### src/rtl/nic_reg_pkg.sv
package nic_reg_pkg;
    localparam int STA_BYTES = 6;
    localparam int MC_BYTES  = 8;
    localparam int OFFS      = 16;

    localparam logic [7:0] CMD_STOP  = 8'h01;
    localparam logic [7:0] CMD_XMIT  = 8'h04;
    localparam logic [7:0] CMD_RDRD  = 8'h08;
    localparam logic [7:0] CMD_RDWR  = 8'h10;
    localparam int ST_TX_OK   = 1;
    localparam int ST_DMA_END = 6;
    localparam int ST_RST     = 7;

    typedef struct packed {
        logic [7:0]                    cmd;
        logic [7:0]                    ring_start;
        logic [7:0]                    ring_stop;
        logic [7:0]                    boundary;
        logic [7:0]                    xmit_page;
        logic [7:0]                    xmit_stat;
        logic [15:0]                   xmit_cnt;
        logic [15:0]                   rdma_addr;
        logic [15:0]                   rdma_cnt;
        logic [7:0]                    rx_cfg;
        logic [7:0]                    int_mask;
        logic [7:0]                    cur_page;
        logic [STA_BYTES-1:0][7:0]     station;
        logic [MC_BYTES-1:0][7:0]      mcast;
        logic                          xmit_req;
    } regs_t;
endpackage

### src/rtl/nic_bank_decode.sv
module nic_bank_decode #(
    parameter int AW = 4
) (
    input  logic            wr,
    input  logic [AW-1:0]   addr,
    input  logic [1:0]      bank,
    output logic            cmd_we,
    output logic [(1<<AW)-1:0] b0_we,
    output logic [(1<<AW)-1:0] b1_we
);
    localparam int N = 1 << AW;

    always_comb begin
        cmd_we = wr && (addr == '0);
        for (int i = 0; i < N; i++) begin
            b0_we[i] = wr && (i != 0) && (addr == AW'(i)) && (bank == 2'd0);
            b1_we[i] = wr && (i != 0) && (addr == AW'(i)) && (bank == 2'd1);
        end
    end
endmodule

### src/rtl/nic_intr_ctrl.sv
module nic_intr_ctrl #(
    parameter int SW = 8
) (
    input  logic          clk,
    input  logic          rst_n,
    input  logic [SW-2:0] set_bits,
    input  logic [SW-1:0] clr_bits,
    input  logic [SW-1:0] mask,
    output logic [SW-1:0] status,
    output logic          irq
);
    logic [SW-1:0] stat_d, stat_q;
    logic          irq_d,  irq_q;

    always_comb begin
        stat_d = (stat_q & ~clr_bits) | {1'b0, set_bits};
        irq_d  = |(stat_d[SW-2:0] & mask[SW-2:0]);
    end

    always_ff @(posedge clk) begin
        if (!rst_n) begin
            stat_q <= {1'b1, {(SW-1){1'b0}}};
            irq_q  <= 1'b0;
        end else begin
            stat_q <= stat_d;
            irq_q  <= irq_d;
        end
    end

    assign status = stat_q;
    assign irq    = irq_q;
endmodule

### src/rtl/nic_pagereg.sv
module nic_pagereg
    import nic_reg_pkg::*;
#(
    parameter int AW = 4
) (
    input  logic        clk,
    input  logic        rst_n,
    input  logic        host_wr,
    input  logic [3:0]  host_addr,
    input  logic [7:0]  host_wdata,
    output logic [7:0]  host_rdata,
    input  logic [6:0]  evt_set,
    output logic        irq,
    output logic        tx_req,
    output logic [7:0]  tx_page,
    output logic [15:0] tx_count
);
    localparam int N = 1 << AW;

    regs_t       r_d, r_q;
    logic        cmd_we;
    logic [N-1:0] b0_we, b1_we;
    logic [6:0]  set_bits;
    logic [7:0]  clr_bits;
    logic [7:0]  status;
    logic        go;

    // wires seen by the bound checker
    logic [7:0]  cmd_val;
    logic [7:0]  isr_val;
    logic [15:0] rcnt_val;

    nic_bank_decode #(.AW(AW)) u_dec (
        .wr(host_wr), .addr(host_addr[AW-1:0]), .bank(r_q.cmd[7:6]),
        .cmd_we(cmd_we), .b0_we(b0_we), .b1_we(b1_we)
    );

    always_comb begin
        r_d          = r_q;
        r_d.xmit_req = 1'b0;
        set_bits     = evt_set;
        clr_bits     = '0;
        go           = cmd_we && !host_wdata[0];

        if (cmd_we) begin
            r_d.cmd = host_wdata;
            if (go) begin
                clr_bits[ST_RST] = 1'b1;
                if ((host_wdata & (CMD_RDRD | CMD_RDWR)) != 8'h00 && r_q.rdma_cnt == 16'h0)
                    set_bits[ST_DMA_END] = 1'b1;
                if ((host_wdata & CMD_XMIT) != 8'h00) begin
                    r_d.xmit_req         = 1'b1;
                    r_d.xmit_stat        = 8'h01;
                    set_bits[ST_TX_OK]   = 1'b1;
                    r_d.cmd              = host_wdata & ~CMD_XMIT;
                end
            end
        end

        if (b0_we[1])  r_d.ring_start        = host_wdata;
        if (b0_we[2])  r_d.ring_stop         = host_wdata;
        if (b0_we[3])  r_d.boundary          = host_wdata;
        if (b0_we[4])  r_d.xmit_page         = host_wdata;
        if (b0_we[5])  r_d.xmit_cnt[7:0]     = host_wdata;
        if (b0_we[6])  r_d.xmit_cnt[15:8]    = host_wdata;
        if (b0_we[7])  clr_bits[6:0]         = host_wdata[6:0];
        if (b0_we[8])  r_d.rdma_addr[7:0]    = host_wdata;
        if (b0_we[9])  r_d.rdma_addr[15:8]   = host_wdata;
        if (b0_we[10]) r_d.rdma_cnt[7:0]     = host_wdata;
        if (b0_we[11]) r_d.rdma_cnt[15:8]    = host_wdata;
        if (b0_we[12]) r_d.rx_cfg            = host_wdata;
        if (b0_we[15]) r_d.int_mask          = host_wdata;

        for (int i = 0; i < STA_BYTES; i++)
            if (b1_we[1+i]) r_d.station[i] = host_wdata;
        if (b1_we[STA_BYTES+1]) r_d.cur_page = host_wdata;
        for (int i = 0; i < MC_BYTES; i++)
            if (b1_we[STA_BYTES+2+i]) r_d.mcast[i] = host_wdata;
    end

    always_ff @(posedge clk) begin
        if (!rst_n) begin
            r_q     <= '0;
            r_q.cmd <= CMD_STOP;
        end else begin
            r_q <= r_d;
        end
    end

    nic_intr_ctrl #(.SW(8)) u_intr (
        .clk(clk), .rst_n(rst_n), .set_bits(set_bits), .clr_bits(clr_bits),
        .mask(r_d.int_mask), .status(status), .irq(irq)
    );

    always_comb begin
        host_rdata = 8'h00;
        if (host_addr == 4'd0) begin
            host_rdata = r_q.cmd;
        end else if (r_q.cmd[7:6] == 2'd0) begin
            case (host_addr)
                4'd1:  host_rdata = r_q.ring_start;
                4'd2:  host_rdata = r_q.ring_stop;
                4'd3:  host_rdata = r_q.boundary;
                4'd4:  host_rdata = r_q.xmit_stat;
                4'd5:  host_rdata = r_q.xmit_cnt[7:0];
                4'd6:  host_rdata = r_q.xmit_cnt[15:8];
                4'd7:  host_rdata = status;
                4'd8:  host_rdata = r_q.rdma_addr[7:0];
                4'd9:  host_rdata = r_q.rdma_addr[15:8];
                4'd10: host_rdata = r_q.rdma_cnt[7:0];
                4'd11: host_rdata = r_q.rdma_cnt[15:8];
                4'd12: host_rdata = r_q.rx_cfg;
                4'd15: host_rdata = r_q.int_mask;
                default: host_rdata = 8'h00;
            endcase
        end else if (r_q.cmd[7:6] == 2'd1) begin
            for (int i = 0; i < STA_BYTES; i++)
                if (host_addr == 4'(1+i)) host_rdata = r_q.station[i];
            if (host_addr == 4'(STA_BYTES+1)) host_rdata = r_q.cur_page;
            for (int i = 0; i < MC_BYTES; i++)
                if (host_addr == 4'(STA_BYTES+2+i)) host_rdata = r_q.mcast[i];
        end
    end

    assign tx_req   = r_q.xmit_req;
    assign tx_page  = r_q.xmit_page;
    assign tx_count = r_q.xmit_cnt;
    assign cmd_val  = r_q.cmd;
    assign isr_val  = status;
    assign rcnt_val = r_q.rdma_cnt;
endmodule


### config.mk
export PLATFORM = sky130hd
export DESIGN_NAME = nic_pagereg
export DESIGN_NICKNAME = d
export VERILOG_FILES = /design/src/rtl/nic_reg_pkg.sv /design/src/rtl/nic_bank_decode.sv /design/src/rtl/nic_intr_ctrl.sv /design/src/rtl/nic_pagereg.sv
export SDC_FILE = /design/constraint.sdc
export NUM_CORES = 1
export LEC_CHECK = 0
export BUFFER_PORTS_ARGS = -buffer_cell sky130_fd_sc_hd__buf_2
export CAP_MARGIN = 20
export CORE_MARGIN = 2
export CORE_UTILIZATION = 42
export DETAILED_ROUTE_END_ITERATION = 7
export PLACE_DENSITY = 0.66
export SYNTH_ARGS = -nofsm -noshare
export SYNTH_HDL_FRONTEND = slang
export SYNTH_SLANG_ARGS = --single-unit
### constraint.sdc
create_clock -name clk -period 6.4 [get_ports clk]
set_clock_uncertainty 0.1 [all_clocks]
set_input_delay 1.28 -clock clk [delete_from_list [all_inputs] [get_ports clk]]
set_output_delay 1.28 -clock clk [all_outputs]
set_load 0.01 [all_outputs]
==> results.txt <==
status -> finished, violations left
failing checks -> design-rule violations
chip height -> 167.5 um
final setup vio count -> 0
Clock Path Buffers -> 3
crit path kind -> in -> out
Power Density -> 261.8 nW/um^2
pin count of the biggest net entering global routing -> 123
Antenna Cells -> 0
DIE AREA -> 28050 sq um
post-cts hold buffer count -> 0
layout cell share with drive strength beyond 1 -> 12.50%
post-CTS sizing -> 0
min-delay worst type -> reg -> reg
post-synth cell types -> 65
hpwl dp -> 22710 um
global-route wire length before repair -> 53850 um
Residual DRC -> 8
Tcrit/Tclk final -> 84.77%
DR pass1 iterations -> 8
Mapped Nets -> 1291
worst r2r src -> cmd_val[6]$_SDFFE_PN0P_
Hold Crit Start -> tx_page[7]$_SDFFE_PN0P_
Die Wd -> 167.5 um
FF-to-FF path depth -> 5
VDD IR max -> 0.1815 mV
async set or reset register ratio after synthesis -> 0%
CP endpoint kind -> output port
FMAX -> 184.3 MHz
clk_lat worst skew -> 530 ps
CTS Sinks -> 235
vias per cell -> 5.965
GRT Residual Overflow -> 0
vias in the first global route -> 8906
Mean Syn Cell Area -> 8.845 sq um
CTS clock-pin slew for the worst setup and hold paths -> 60 ps
commonest cells after routing, fill and taps aside -> dfxtp_1, nor2_1, mux2i_1, nand2_1, a21oi_1
commonest non-fill, non-tap cell in the layout -> dfxtp_1
Fin. Hold Viols -> 0
Area growth syn-to-layout -> 9.319%
Most used DFF post-synth -> dfxtp_1
Startpoint Class -> primary input
area of the multi-input gates -> 5831 sq um
Req. time, crit path -> 5020 ps
number of flops mapped to enable cells by yosys -> 0
final cell count without fillers -> 1591
synthesized instance count -> 1269
Fillers -> 2496
Slew @ Worst Pin -> 1048 ps
reg-to-reg endpoint -> u_intr.irq$_SDFF_PN0_
minimum clock period -> 5425 ps
Core Rows -> 59
H-tree depth -> 1
total track usage -> 24.30%
I/O Buffers -> 55
Worst Path Arrival -> 4050 ps
Worst R2R Setup Slack -> 3680 ps
nets -> 1261
max_cap viols -> 0
vias post-DR -> 9490
First DRT Iteration DRCs -> 1149
RSZ-0062 raised after global routing -> false
io pins -> 56
FF/Latch Area -> 4705 sq um
detailed-route wire length per cell -> 21.90 um
setup bufs post-CTS -> 0
fin. max-slew vios -> 0
fin util -> 46.95%
CTS Buf Count -> 26
flops & latches, synth -> 235
sequential cell area fraction in the yosys report -> 41.91%
Worst Path Max Fanout -> 70
Syn Std Cell Area -> 11220 sq um
normalized max-slew margin -> 29.58%
LEAKAGE -> 5.055 nW
total power -> 3.212 mW
CTS tree -> built
setup_tns -> 0 ps
sink of the worst hold path -> tx_page[7]$_SDFFE_PN0P_
Core Region -> 26130 sq um
yosys warns -> 0
Starting Density -> 42.95%
antenna violations before repair -> 0
antenna-violating nets left -> 0
CTS root buffer -> clkbuf_16
Inst Count DP -> 1546
GP Congestion -> 0.9490
Hold Path Cell Cnt -> 2
Hold Slack -> 355.2 ps
drt total wl -> 34840 um
worst max-delay path by stage:
stage	from	slack, ps	end	cells after the start
after floorplan	host_addr[0]	2140	host_rdata[5]	8
after global placement	host_addr[3]	1220	host_rdata[7]	8
after detailed placement	host_addr[3]	1120	host_rdata[7]	8
after CTS	host_addr[3]	1110	host_rdata[7]	8
after global routing	host_addr[3]	900	host_rdata[7]	8
final	host_addr[0]	970	host_rdata[5]	7
critical path: stages:
cell       delay [ps]
buf_4             610
and2b_1           460
a22oi_1           230
o22ai_1           120
a2111oi_0         740
o22ai_1           300
buf_2             230
kinds of logic after synthesis:
kind of cell,Yosys count,share of synthesized area (%)
buf+inv,145,6.198
simple gates,425,16.99
compound gates,237,14.11
flops,235,41.91
mux,227,20.79
metal layers:
layer,GRT usage (%),wire length [um]
met1,34.23,15270
met2,37.62,15520
met3,4.514,3112
met4,8.015,936
met5,0,0
where the power goes:
part,internal [mW],switching (mW)
Sequential,1.48,0.00995
Combinational,0.0683,0.176
Clock,0.885,0.598
Total,2.43,0.783
state kept, by name, summed over array words and instances (netlist names):
name / count
rcnt_val: 16
cmd_val: 8
tx_page: 8
tx_count: 16
u_intr.irq: 1
u_intr.status: 8
tx_req: 1
r_q: 177
layout make-up:
| class | instances | share of cell area [%] |
|---|---|---|
| Clock inverter | 9 | 0.8667 |
| Inverter | 14 | 0.4691 |
| Sequential cell | 235 | 38.34 |
| Multi-Input combinational cell | 889 | 47.52 |
| Clock buffer | 36 | 6.026 |
| Tap cell | 335 | 3.416 |
| Timing Repair Buffer | 73 | 3.365 |
through the flow:
stage / area, sq um / setup slack (ps)
global placement: 11420 / 1215
finish: 12270 / 974.7
CTS: 12270 / 1114
global route: 12270 / 902.5
detailed placement: 11420 / 1122
floorplan: 11220 / 2142
synthesized netlist by cell type (9+ instances only):
cell type / count / area share [%]
a221oi_1: 13 / 1.0
a21oi_1: 72 / 3.2
dfxtp_1: 235 / 42
buf_2: 25 / 1.1
nor2_1: 219 / 7.3
nand3_1: 32 / 1.4
o22ai_1: 13 / 0.72
clkbuf_1: 71 / 2.4
nand2b_1: 9 / 0.50
nor3_1: 13 / 0.58
nor2b_1: 11 / 0.61
a22oi_1: 10 / 0.67
mux2i_1: 205 / 18
buf_4: 30 / 2.0
o21ai_0: 42 / 1.9
nand2_1: 89 / 3.0
mux2_2: 19 / 1.9
inv_1: 14 / 0.47
a211oi_1: 9 / 0.60
Note: power is estimated with default switching activity, not from simulation.
